[config.mk]
export PLATFORM = sky130hd
export DESIGN_NAME = line_uniformity_stats
export DESIGN_NICKNAME = d
export VERILOG_FILES = /design/src/rtl/line_unif_pkg.sv /design/src/rtl/line_unif_accum.sv /design/src/rtl/line_unif_divider.sv /design/src/rtl/line_uniformity_stats.sv
export SDC_FILE = /design/constraint.sdc
export NUM_CORES = 1
export LEC_CHECK = 0
export BUFFER_PORTS_ARGS = -buffer_cell sky130_fd_sc_hd__buf_4
export CORE_MARGIN = 3
export CORE_UTILIZATION = 40
export DETAILED_ROUTE_END_ITERATION = 6
export PLACE_DENSITY = 0.67
export SYNTH_ARGS = -nofsm -noshare
export SYNTH_HDL_FRONTEND = slang
export SYNTH_SLANG_ARGS = --single-unit
export TNS_END_PERCENT = 10
[constraint.sdc]
create_clock -name clk -period 4.6 [get_ports clk]
set_clock_uncertainty 0.2 [all_clocks]
set_input_delay 0.23 -clock clk [delete_from_list [all_inputs] [get_ports clk]]
set_output_delay 0.23 -clock clk [all_outputs]
set_load 0.05 [all_outputs]
[src/rtl/line_unif_pkg.sv]
package line_unif_pkg;

    typedef enum logic [2:0] {
        ST_IDLE,
        ST_COLLECT,
        ST_CHECK,
        ST_DIV_GO,
        ST_DIV_WAIT
    } ctl_state_t;

    typedef enum logic [1:0] {
        PH_MEAN,
        PH_PRNU,
        PH_IMB
    } div_phase_t;

    localparam int PCT_SCALE = 100;
    localparam int IMB_SCALE = 200;

    function automatic int sum_width(input int dw, input int n);
        return dw + $clog2(n + 1);
    endfunction

    function automatic int count_width(input int n);
        return $clog2(n + 2);
    endfunction

endpackage

[src/rtl/line_unif_accum.sv]
module line_unif_accum
    import line_unif_pkg::*;
#(
    parameter int DW        = 12,
    parameter int PIX_COUNT = 10800,
    parameter int SUMW      = sum_width(DW, PIX_COUNT),
    parameter int CNTW      = count_width(PIX_COUNT)
) (
    input  logic            clk,
    input  logic            rst,
    input  logic            clr,
    input  logic            en,
    input  logic            vld,
    input  logic [DW-1:0]   data,
    output logic [CNTW-1:0] cnt,
    output logic [SUMW-1:0] sum,
    output logic [DW-1:0]   min_o,
    output logic [DW-1:0]   max_o,
    output logic [SUMW:0]   diff_o
);

    localparam logic [CNTW-1:0] CNT_LIM = CNTW'(PIX_COUNT + 1);

    logic          even_next;
    logic [SUMW:0] ext;

    assign ext = (SUMW + 1)'(data);

    always_ff @(posedge clk) begin
        if (rst || clr) begin
            cnt       <= '0;
            sum       <= '0;
            min_o     <= '1;
            max_o     <= '0;
            diff_o    <= '0;
            even_next <= 1'b0;
        end else if (en && vld) begin
            if (cnt != CNT_LIM) begin
                cnt <= cnt + 1'b1;
            end
            sum <= sum + SUMW'(data);
            if (data < min_o) begin
                min_o <= data;
            end
            if (data > max_o) begin
                max_o <= data;
            end
            diff_o    <= even_next ? (diff_o - ext) : (diff_o + ext);
            even_next <= ~even_next;
        end
    end

    AST_CNT_SATURATES: assert property (@(posedge clk) disable iff (rst)
        cnt <= CNT_LIM);
    AST_EXTREMA_ORDER: assert property (@(posedge clk) disable iff (rst)
        (cnt != '0) |-> (min_o <= max_o));
    AST_IDLE_NO_COUNT: assert property (@(posedge clk) disable iff (rst)
        (!en && !clr) |=> $stable(cnt));

endmodule

[src/rtl/line_unif_divider.sv]
module line_unif_divider #(
    parameter int DVW = 32,
    parameter int DSW = 16
) (
    input  logic           clk,
    input  logic           rst,
    input  logic           start,
    input  logic [DVW-1:0] dividend,
    input  logic [DSW-1:0] divisor,
    output logic           busy,
    output logic           fin,
    output logic [DVW-1:0] quot
);

    localparam int CW = $clog2(DVW + 1);

    logic [DVW-1:0] work;
    logic [DSW-1:0] dsr;
    logic [DSW:0]   rem;
    logic [DSW:0]   rem_sh;
    logic [DSW:0]   rem_nx;
    logic           qbit;
    logic [CW-1:0]  left;

    always_comb begin
        rem_sh = {rem[DSW-1:0], work[DVW-1]};
        qbit   = (rem_sh >= {1'b0, dsr});
        rem_nx = qbit ? (rem_sh - {1'b0, dsr}) : rem_sh;
    end

    always_ff @(posedge clk) begin
        if (rst) begin
            work <= '0;
            dsr  <= '0;
            rem  <= '0;
            left <= '0;
            busy <= 1'b0;
            fin  <= 1'b0;
        end else begin
            fin <= 1'b0;
            if (start) begin
                work <= dividend;
                dsr  <= divisor;
                rem  <= '0;
                left <= CW'(DVW);
                busy <= 1'b1;
            end else if (busy) begin
                rem  <= rem_nx;
                work <= {work[DVW-2:0], qbit};
                left <= left - 1'b1;
                if (left == CW'(1)) begin
                    busy <= 1'b0;
                    fin  <= 1'b1;
                end
            end
        end
    end

    assign quot = work;

    AST_DIV_NO_RESTART: assert property (@(posedge clk) disable iff (rst)
        start |-> !busy);
    AST_DIV_FIN_AFTER_BUSY: assert property (@(posedge clk) disable iff (rst)
        fin |-> !busy);

endmodule

[src/rtl/line_uniformity_stats.sv]
module line_uniformity_stats
    import line_unif_pkg::*;
#(
    parameter int PIX_COUNT = 10800,
    parameter int DW        = 12,
    parameter int FRAC      = 8
) (
    input  logic                 clk,
    input  logic                 rst,
    input  logic                 line_start,
    input  logic                 pix_vld,
    input  logic [DW-1:0]        pix_data,
    input  logic                 line_end,
    output logic                 done,
    output logic                 err,
    output logic [DW-1:0]        avg_level,
    output logic [DW-1:0]        peak_dev,
    output logic [DW+7+FRAC-1:0] prnu_pct,
    output logic [DW+7+FRAC-1:0] imbal_pct,
    output logic                 imbal_neg
);

    localparam int SUMW = sum_width(DW, PIX_COUNT);
    localparam int CNTW = count_width(PIX_COUNT);
    localparam int DVW  = SUMW + 8 + FRAC;
    localparam int DSW  = SUMW;
    localparam int PW   = DW + 7 + FRAC;

    localparam logic [CNTW-1:0] CNT_GOOD = CNTW'(PIX_COUNT);
    localparam logic [DSW-1:0]  N_DSR    = DSW'(PIX_COUNT);
    localparam logic [DVW-1:0]  K_PCT    = DVW'(PCT_SCALE);
    localparam logic [DVW-1:0]  K_IMB    = DVW'(IMB_SCALE);

    typedef struct packed {
        logic [DW-1:0] avg;
        logic [DW-1:0] peak;
        logic [PW-1:0] prnu;
        logic [PW-1:0] imb;
        logic          neg;
    } result_t;

    ctl_state_t state;
    div_phase_t phase;
    result_t    res_q;

    logic            acc_clr;
    logic            acc_en;
    logic [CNTW-1:0] cnt;
    logic [SUMW-1:0] sum;
    logic [DW-1:0]   minv;
    logic [DW-1:0]   maxv;
    logic [SUMW:0]   diff;
    logic [SUMW:0]   absd;

    logic            div_start;
    logic            div_busy;
    logic            div_fin;
    logic [DVW-1:0]  div_dvd;
    logic [DSW-1:0]  div_dsr;
    logic [DVW-1:0]  div_q;

    logic [DW-1:0]   mean_w;
    logic [DW-1:0]   dev_w;
    logic [PW-1:0]   prnu_w;
    logic [DW-1:0]   q_mean;
    logic [DW-1:0]   dev_up;
    logic [DW-1:0]   dev_dn;
    logic [DW-1:0]   dev_calc;
    logic            done_q;
    logic            err_q;

    assign acc_clr   = (state == ST_IDLE) && line_start;
    assign acc_en    = (state == ST_COLLECT);
    assign div_start = (state == ST_DIV_GO);

    line_unif_accum #(
        .DW(DW), .PIX_COUNT(PIX_COUNT), .SUMW(SUMW), .CNTW(CNTW)
    ) u_accum (
        .clk(clk), .rst(rst), .clr(acc_clr), .en(acc_en),
        .vld(pix_vld), .data(pix_data),
        .cnt(cnt), .sum(sum), .min_o(minv), .max_o(maxv), .diff_o(diff)
    );

    line_unif_divider #(
        .DVW(DVW), .DSW(DSW)
    ) u_div (
        .clk(clk), .rst(rst), .start(div_start),
        .dividend(div_dvd), .divisor(div_dsr),
        .busy(div_busy), .fin(div_fin), .quot(div_q)
    );

    always_comb begin
        absd = diff[SUMW] ? (~diff + 1'b1) : diff;
    end

    always_comb begin
        q_mean   = div_q[DW-1:0];
        dev_up   = maxv - q_mean;
        dev_dn   = q_mean - minv;
        dev_calc = (dev_up > dev_dn) ? dev_up : dev_dn;
    end

    always_comb begin
        case (phase)
            PH_MEAN: begin
                div_dvd = DVW'(sum);
                div_dsr = N_DSR;
            end
            PH_PRNU: begin
                div_dvd = (DVW'(dev_w) * K_PCT) << FRAC;
                div_dsr = DSW'(mean_w);
            end
            PH_IMB: begin
                div_dvd = (DVW'(absd) * K_IMB) << FRAC;
                div_dsr = N_DSR * DSW'(mean_w);
            end
            default: begin
                div_dvd = '0;
                div_dsr = '0;
            end
        endcase
    end

    always_ff @(posedge clk) begin
        if (rst) begin
            state  <= ST_IDLE;
            phase  <= PH_MEAN;
            mean_w <= '0;
            dev_w  <= '0;
            prnu_w <= '0;
            res_q  <= '0;
            done_q <= 1'b0;
            err_q  <= 1'b0;
        end else begin
            case (state)
                ST_IDLE: begin
                    if (line_start) begin
                        done_q <= 1'b0;
                        err_q  <= 1'b0;
                        state  <= ST_COLLECT;
                    end
                end
                ST_COLLECT: begin
                    if (line_end) begin
                        state <= ST_CHECK;
                    end
                end
                ST_CHECK: begin
                    if (cnt == CNT_GOOD) begin
                        phase <= PH_MEAN;
                        state <= ST_DIV_GO;
                    end else begin
                        err_q <= 1'b1;
                        state <= ST_IDLE;
                    end
                end
                ST_DIV_GO: begin
                    state <= ST_DIV_WAIT;
                end
                ST_DIV_WAIT: begin
                    if (div_fin) begin
                        case (phase)
                            PH_MEAN: begin
                                mean_w <= q_mean;
                                dev_w  <= dev_calc;
                                phase  <= PH_PRNU;
                                state  <= ST_DIV_GO;
                            end
                            PH_PRNU: begin
                                prnu_w <= div_q[PW-1:0];
                                phase  <= PH_IMB;
                                state  <= ST_DIV_GO;
                            end
                            default: begin
                                res_q.avg  <= mean_w;
                                res_q.peak <= dev_w;
                                res_q.prnu <= prnu_w;
                                res_q.imb  <= div_q[PW-1:0];
                                res_q.neg  <= diff[SUMW];
                                done_q     <= 1'b1;
                                state      <= ST_IDLE;
                            end
                        endcase
                    end
                end
                default: state <= ST_IDLE;
            endcase
        end
    end

    assign done      = done_q;
    assign err       = err_q;
    assign avg_level = res_q.avg;
    assign peak_dev  = res_q.peak;
    assign prnu_pct  = res_q.prnu;
    assign imbal_pct = res_q.imb;
    assign imbal_neg = res_q.neg;

    AST_MEAN_FITS: assert property (@(posedge clk) disable iff (rst)
        (state == ST_DIV_WAIT && div_fin && phase == PH_MEAN)
            |-> (div_q[DVW-1:DW] == '0));
    AST_PRNU_FITS: assert property (@(posedge clk) disable iff (rst)
        (state == ST_DIV_WAIT && div_fin && phase == PH_PRNU && mean_w != '0)
            |-> (div_q[DVW-1:PW] == '0));
    AST_MEAN_BOUNDED: assert property (@(posedge clk) disable iff (rst)
        done |-> (avg_level >= minv && avg_level <= maxv));
    AST_DEV_BOUNDED: assert property (@(posedge clk) disable iff (rst)
        done |-> (peak_dev <= maxv - minv));
    AST_DONE_ERR_EXCL: assert property (@(posedge clk) disable iff (rst)
        !(done && err));
    AST_DONE_HOLDS: assert property (@(posedge clk) disable iff (rst)
        (done && !(state == ST_IDLE && line_start)) |=> done);
    AST_ERR_HOLDS: assert property (@(posedge clk) disable iff (rst)
        (err && !(state == ST_IDLE && line_start)) |=> err);
    AST_BUSY_START_IGNORED: assert property (@(posedge clk) disable iff (rst)
        (state != ST_IDLE && state != ST_COLLECT && line_start)
            |=> (state != ST_COLLECT));
    AST_RESULTS_KEPT_ON_ERR: assert property (@(posedge clk) disable iff (rst)
        $rose(err) |-> $stable(avg_level) && $stable(prnu_pct));

endmodule

# Yosys cells after proc, flatten, opt, wreduce, memory -nomap -nowiden
# Index checks and enable logic that the tools add are counted.
dict set report word_totals {
  output_inout_bits 81
  in_bits 17
  wordCells 113
  regBits 331
}
dict set report op_classes {
  order_cmp 4
  add_sub_neg 9
  eq_ne 16
  reduce_logical 22
  mux 30
  n_bitwise 4
  n_mul 3
}
# cell n
set op_table {}
lappend op_table {{one-hot mux 42 bit (3 select lines)} 1}
lappend op_table {{2-to-1 mux 42 bit} 2}
lappend op_table {{one-hot mux 26 bit (3 select lines)} 1}
lappend op_table {{2-to-1 mux 27 bit} 2}
lappend op_table {{multiplier 27 x 5 -> 31 bit (second input constant)} 1}
lappend op_table {{adder 27 x 1 -> 27 bit (second input constant)} 1}
lappend op_table {{adder 27 x 12 -> 27 bit} 1}
lappend op_table {{>= comparator 27 x 26 -> 1 bit} 1}
lappend op_table {{inverter 27 bit} 1}
lappend op_table {{subtractor 27 x 12 -> 27 bit} 1}
lappend op_table {{adder 26 x 12 -> 26 bit} 1}
lappend op_table {{2-to-1 mux 26 bit} 1}
lappend op_table {{subtractor 26 bit} 1}
lappend op_table {{greater-than comparator 12 bit} 2}
lappend op_table {{subtractor 12 bit} 2}
lappend op_table {{multiplier 10 x 12 -> 22 bit (first input constant)} 1}
lappend op_table {{multiplier 12 x 5 -> 17 bit (second input constant)} 1}
lappend op_table {{one-hot mux 3 bit (5 select lines)} 1}
lappend op_table {{AND reduction 3 bit} 5}
lappend op_table {{adder 14 x 1 -> 14 bit (second input constant)} 1}
lappend op_table {{== test 14 bit (second input constant)} 1}
lappend op_table {{!= test 14 bit (second input constant)} 1}
lappend op_table {{< comparator 12 bit} 1}
lappend op_table {{2-to-1 mux 12 bit} 1}
lappend op_table {{26 further kinds} 56}

# Depth between registers and ports, before layout
dict set report logic_depth {
  ltp_word 6
  mapped_depth 22
  depth_no_buf 22
}

# Cells and area by module
# Synthesis repeated with hierarchy kept, for this count alone.
dict set report hier_totals {
  cells_unflattened 3238
  area_unflattened_um2 25537.0
}
# mod cells_each area_per_inst_um2 instances
set by_module_without_submodules {}
lappend by_module_without_submodules {line_uniformity_stats 1810 13792.0 1}
lappend by_module_without_submodules {line_unif_accum 742 6097.1 1}
lappend by_module_without_submodules {line_unif_divider 686 5647.9 1}

# Worst setup path after synthesis
# Ideal clock, no wire load.
dict set report synth_timing {
  path_type {reg-to-reg}
  start {register u_accum.diff_o[1]}
  end {register u_div.work[40], in the netlist u_div.quot[40]}
  n_path_buf 0
  synth_period_minus_slack_ps 5126
  setup_ps 134
  arrival_ps 4793
  slack_ps -526
  stages_incl_launch_ff 22
  required_time_ps 4266
  cell_sequence {dfxtp_1 -> inv_1 -> ha_1 -> nand2_1 -> or3_1 -> nand2b_1 -> o41ai_1 -> xnor2_1 -> ha_1 -> ha_1 -> inv_1 -> fa_1 -> inv_1 -> ha_1 -> a21oi_1 -> a21bo_2 -> a221oi_2 -> a2bb2oi_1 -> a21oi_1 -> a21oi_1 -> xor2_1 -> o22ai_1}
}
dict set report synth_between {
  elab_chain_len 6
}
# item line
set synth_lines {}
lappend synth_lines {{from (decl)} line_unif_accum.sv:19} ;# output logic [SUMW:0] diff_o
lappend synth_lines {{from (signal assigned)} line_unif_accum.sv:48} ;# diff_o <= even_next ? (diff_o - ext) : (diff_o + ext);
lappend synth_lines {{inverter 27 bit} line_uniformity_stats.sv:93} ;# absd = diff[SUMW] ? (~diff + 1'b1) : diff;
lappend synth_lines {{adder 27 x 1 -> 27 bit} line_uniformity_stats.sv:93}
lappend synth_lines {{2-to-1 mux 27 bit (*)} line_uniformity_stats.sv:93}
lappend synth_lines {{multiplier 27 x 5 -> 31 bit (*)} line_uniformity_stats.sv:114} ;# div_dvd = (DVW'(absd) * K_IMB) << FRAC;
lappend synth_lines {{one-hot mux 42 bit (3 select lines) (*)} line_uniformity_stats.sv:104} ;# case (phase)
lappend synth_lines {{2-to-1 mux 42 bit (*)} line_unif_divider.sv:41} ;# if (start) begin
lappend synth_lines {{to (signal assigned)} line_unif_divider.sv:42} ;# work <= dividend;
lappend synth_lines {{to (signal assigned)} line_unif_divider.sv:49} ;# work <= {work[DVW-2:0], qbit};
lappend synth_lines {{to (decl)} line_unif_divider.sv:17} ;# logic [DVW-1:0] work;
# Every way passes the cells marked *; elsewhere a longest branch is shown, timed or not.
# A chain may end at the register's enable or synchronous reset.

# Worst setup path after layout
dict set report layout_timing {
  start {register u_accum.diff_o[0]}
  end {register u_div.work[40], in the netlist u_div.quot[40]}
}
# Same word-level chain as after synthesis.

==> qor.yml <==
synthFlopType: "dfxtp_1"
ys_seq_elements: 331
layout_min_cycle_time_ns: 4.883
grt_start_max_net_pins: 98
slew_headroom_pct: 21.00
numPortBuffers: 97
finalSetupTns_ns: -1.619
wl_per_cell_um: 15.64
cts-root-buf: "clkbuf_16"
dp.cells: 4011
r2r-start: "u_accum.diff_o[0]"
ir_worst_vdd_mv: 0.2707
fillCellCount: 5797
crit_arrival_ns: 5.09
ios: 98
synthAdderAreaFrac_pct: 20.68
regArea_um2: 6638
die_area_um2: 64760
fp.dieW_um: 254.5
diodes: 0
max_freq_mhz: 204.8
area_delta_synth_final_pct: 19.01
place_congestion: 0.8733
globalRoute.totalOverflow: 0
ys_top_cells_by_area: "dfxtp_1 27%, ha_1 16%, a21oi_1 6.6%"
violations: "setup timing"
drt_iter0_drc: 1485
drive_gt1_share_pct: 14.75
crit_end: "u_div.quot[40]"
synth_top_family_by_area: "adder cells"
final_common_cell: "nand2_1"
powerDensity_nw_per_um2: 280.4
reg2regPathDepth: 22
final_nets: 3692
finalNonFillerCells: 4105
via_count: 21734
grt.total_usage_pct: 19.14
critical_path.max_fanout: 5
cts_buffer_depth: 3
synth_compound_area_share_pct: 19.43
rows: 90
multi_input_area_um2: 17040
finalMaxSlewViolations: 0
yosysSeqAreaShare_pct: 26.83
syn_avg_cell_area_um2: 7.982
clock-sinks: 331
crit_required_ns: 4.80
synth.area.mux_share_pct: 2.959
hold_viol_final: 0
antenna_found_initial: 1
worstSetupEndpointType: "register"
status: "finished with violations"
cap_viol_max_count: 0
grt_pass1_wl_um: 102300
ant_nets: 0
synth_area_um2: 24690
core_area_um2: 60700
grt_pass1_vias: 20027
r2r_end: "u_div.quot[40]"
wl_um: 64190
rsz0062_at_grt: "true"
start_util_pct: 40.69
postSynthCellCount: 3094
r2r_slack_ns: -0.28
die_h_um: 254.5
cts_made_buffers: 38
hold_depth: 5
dpl.hpwl_um: 47820
clkTransAtPathRegs_ns: 0.06
setup_slack_ns: -0.2832
crit_start: "u_accum.diff_o[0]"
hold_class: "in -> reg"
synth_cell_types: 85
synth_xor_area_share_pct: 6.668
fin_crit_sh_pct: 106.2
drc: 0
setup_viol: 10
htreeDepth: 2
drt-pass1-iter-count: 5
async_reset_ff_share_pct: 0
cts_tree: "yes"
yosysTopAreaCell: "dfxtp_1"
synth_fp_nets: 3488
tightest_slew_ns: 1.179
yosys.area_share.simple_pct: 16.45
critical_path_class: "reg -> reg"
leakage_nw: 13.19
netlist.area_leader.share_pct: 26.83
synth-edff-count: 0
startpoint_type: "register"
yosysWarnings: 0
avgViaCountPerCell: 5.295
final_core_util_pct: 48.42
final_cell_mix: "394 x nand2_1, 324 x dfxtp_1, 313 x a21oi_1"
clkLatencyLatePin_ns: 0.55
worst min path at each step:
stage | from | end
global route | pix_vld | u_accum.cnt[3]
global placement | u_div.dsr[2] | u_div.dsr[2]
finish | pix_vld | u_accum.cnt[3]
detailed placement | prnu_w[15] | prnu_pct[15]
CTS | pix_vld | u_accum.cnt[3]
floorplan | pix_data[0] | u_accum.min_o[0]
cell type report:
type | instances | share of cell area, %
Clock buffer | 50 | 3.627
Clock inverter | 15 | 0.5407
Inverter | 316 | 4.036
Multi-Input combinational cell | 2309 | 57.98
Sequential cell | 331 | 22.59
Tap cell | 782 | 3.329
Timing Repair Buffer | 302 | 7.902
metal layers:
| layer | vias up | part of all wire, % | track usage [%] |
|---|---|---|---|
| met5 | - | 0 | 0 |
| met4 | 0 | 1.6 | 3.719 |
| met1 | 10149 | 48 | 27.14 |
| met3 | 66 | 4.8 | 2.733 |
| met2 | 404 | 46 | 31.14 |
| li1 | 11115 | - | - |
state kept, by name, summed over array words and instances, names as in the netlist, 2 cells and up:
register	flops
dev_w	12
mean_w	12
state	3
u_accum.cnt	14
u_div.quot	42
u_accum.diff_o	27
u_accum.max_o	12
u_div.left	6
peak_dev	12
phase	2
prnu_w	27
u_accum.min_o	12
u_div.rem	26
avg_level	12
prnu_pct	27
u_div.dsr	26
u_accum.sum	26
imbal_pct	27
through the flow:
stage                     area (um2)  setup slack, ns  power (W)  hold slack [ns]
final                          29390          -0.2832   0.008242           0.1861
after global routing           29390          -0.5260   0.008671           0.1829
after CTS                      29030          -0.2924   0.008230           0.1560
after detailed placement       27430          -0.3262   0.005183           0.2447
after global placement         27430          -0.2714   0.005170           0.2405
after floorplan                24910          -0.1782   0.004658           0.1585
repair_timing:
action                                  in CTS  in global routing
hold buffers                                16                  0
resized for setup                           34                 65
buffers inserted                             7                  6
endpoints found under the setup margin      19                 36
pin swaps                                   36                 37
hold endpoints to repair                    43                  0
cell families (layout without fill, tap and decap cells):
group / after synthesis / in the layout
compound gates: 766 / 766
xor+xnor: 188 / 188
fa+ha+maj: 377 / 377
buf+inv: 454 / 683
flops: 331 / 331
mux: 73 / 73
simple gates: 905 / 905
worst max-delay path, stage by stage, from the launching register on:
cell and delay [ns]:
dfxtp_2 0.33, inv_2 0.07, ha_4 0.13, nand2_2 0.05, or3_4 0.40, nand2b_4 0.20
o31ai_4 0.29, xnor2_1 0.17, ha_1 0.27, ha_1 0.28, inv_1 0.05, fa_1 0.48
inv_2 0.05, ha_4 0.22, a21oi_2 0.15, o21ai_2 0.09, a21bo_2 0.23, a221oi_4 0.35
a2bb2oi_2 0.22, a21oi_1 0.09, a21oi_1 0.16, xor2_1 0.17, o22ai_1 0.08
synthesized netlist by cell type (all sizes together) (64+ instances only):
cell type / count
a21o: 64
a21oi: 326
clkbuf: 122
dfxtp: 331
ha: 325
inv: 315
mux2i: 73
nand2: 397
nand3: 66
nor2: 208
o21ai: 114
xnor2: 125
power breakdown:
part           internal (W)  switching [W]
Clock               0.00171        0.00128
Sequential          0.00293      0.0000836
Combinational      0.000969        0.00127
Note: power is estimated with default switching activity, not from simulation.
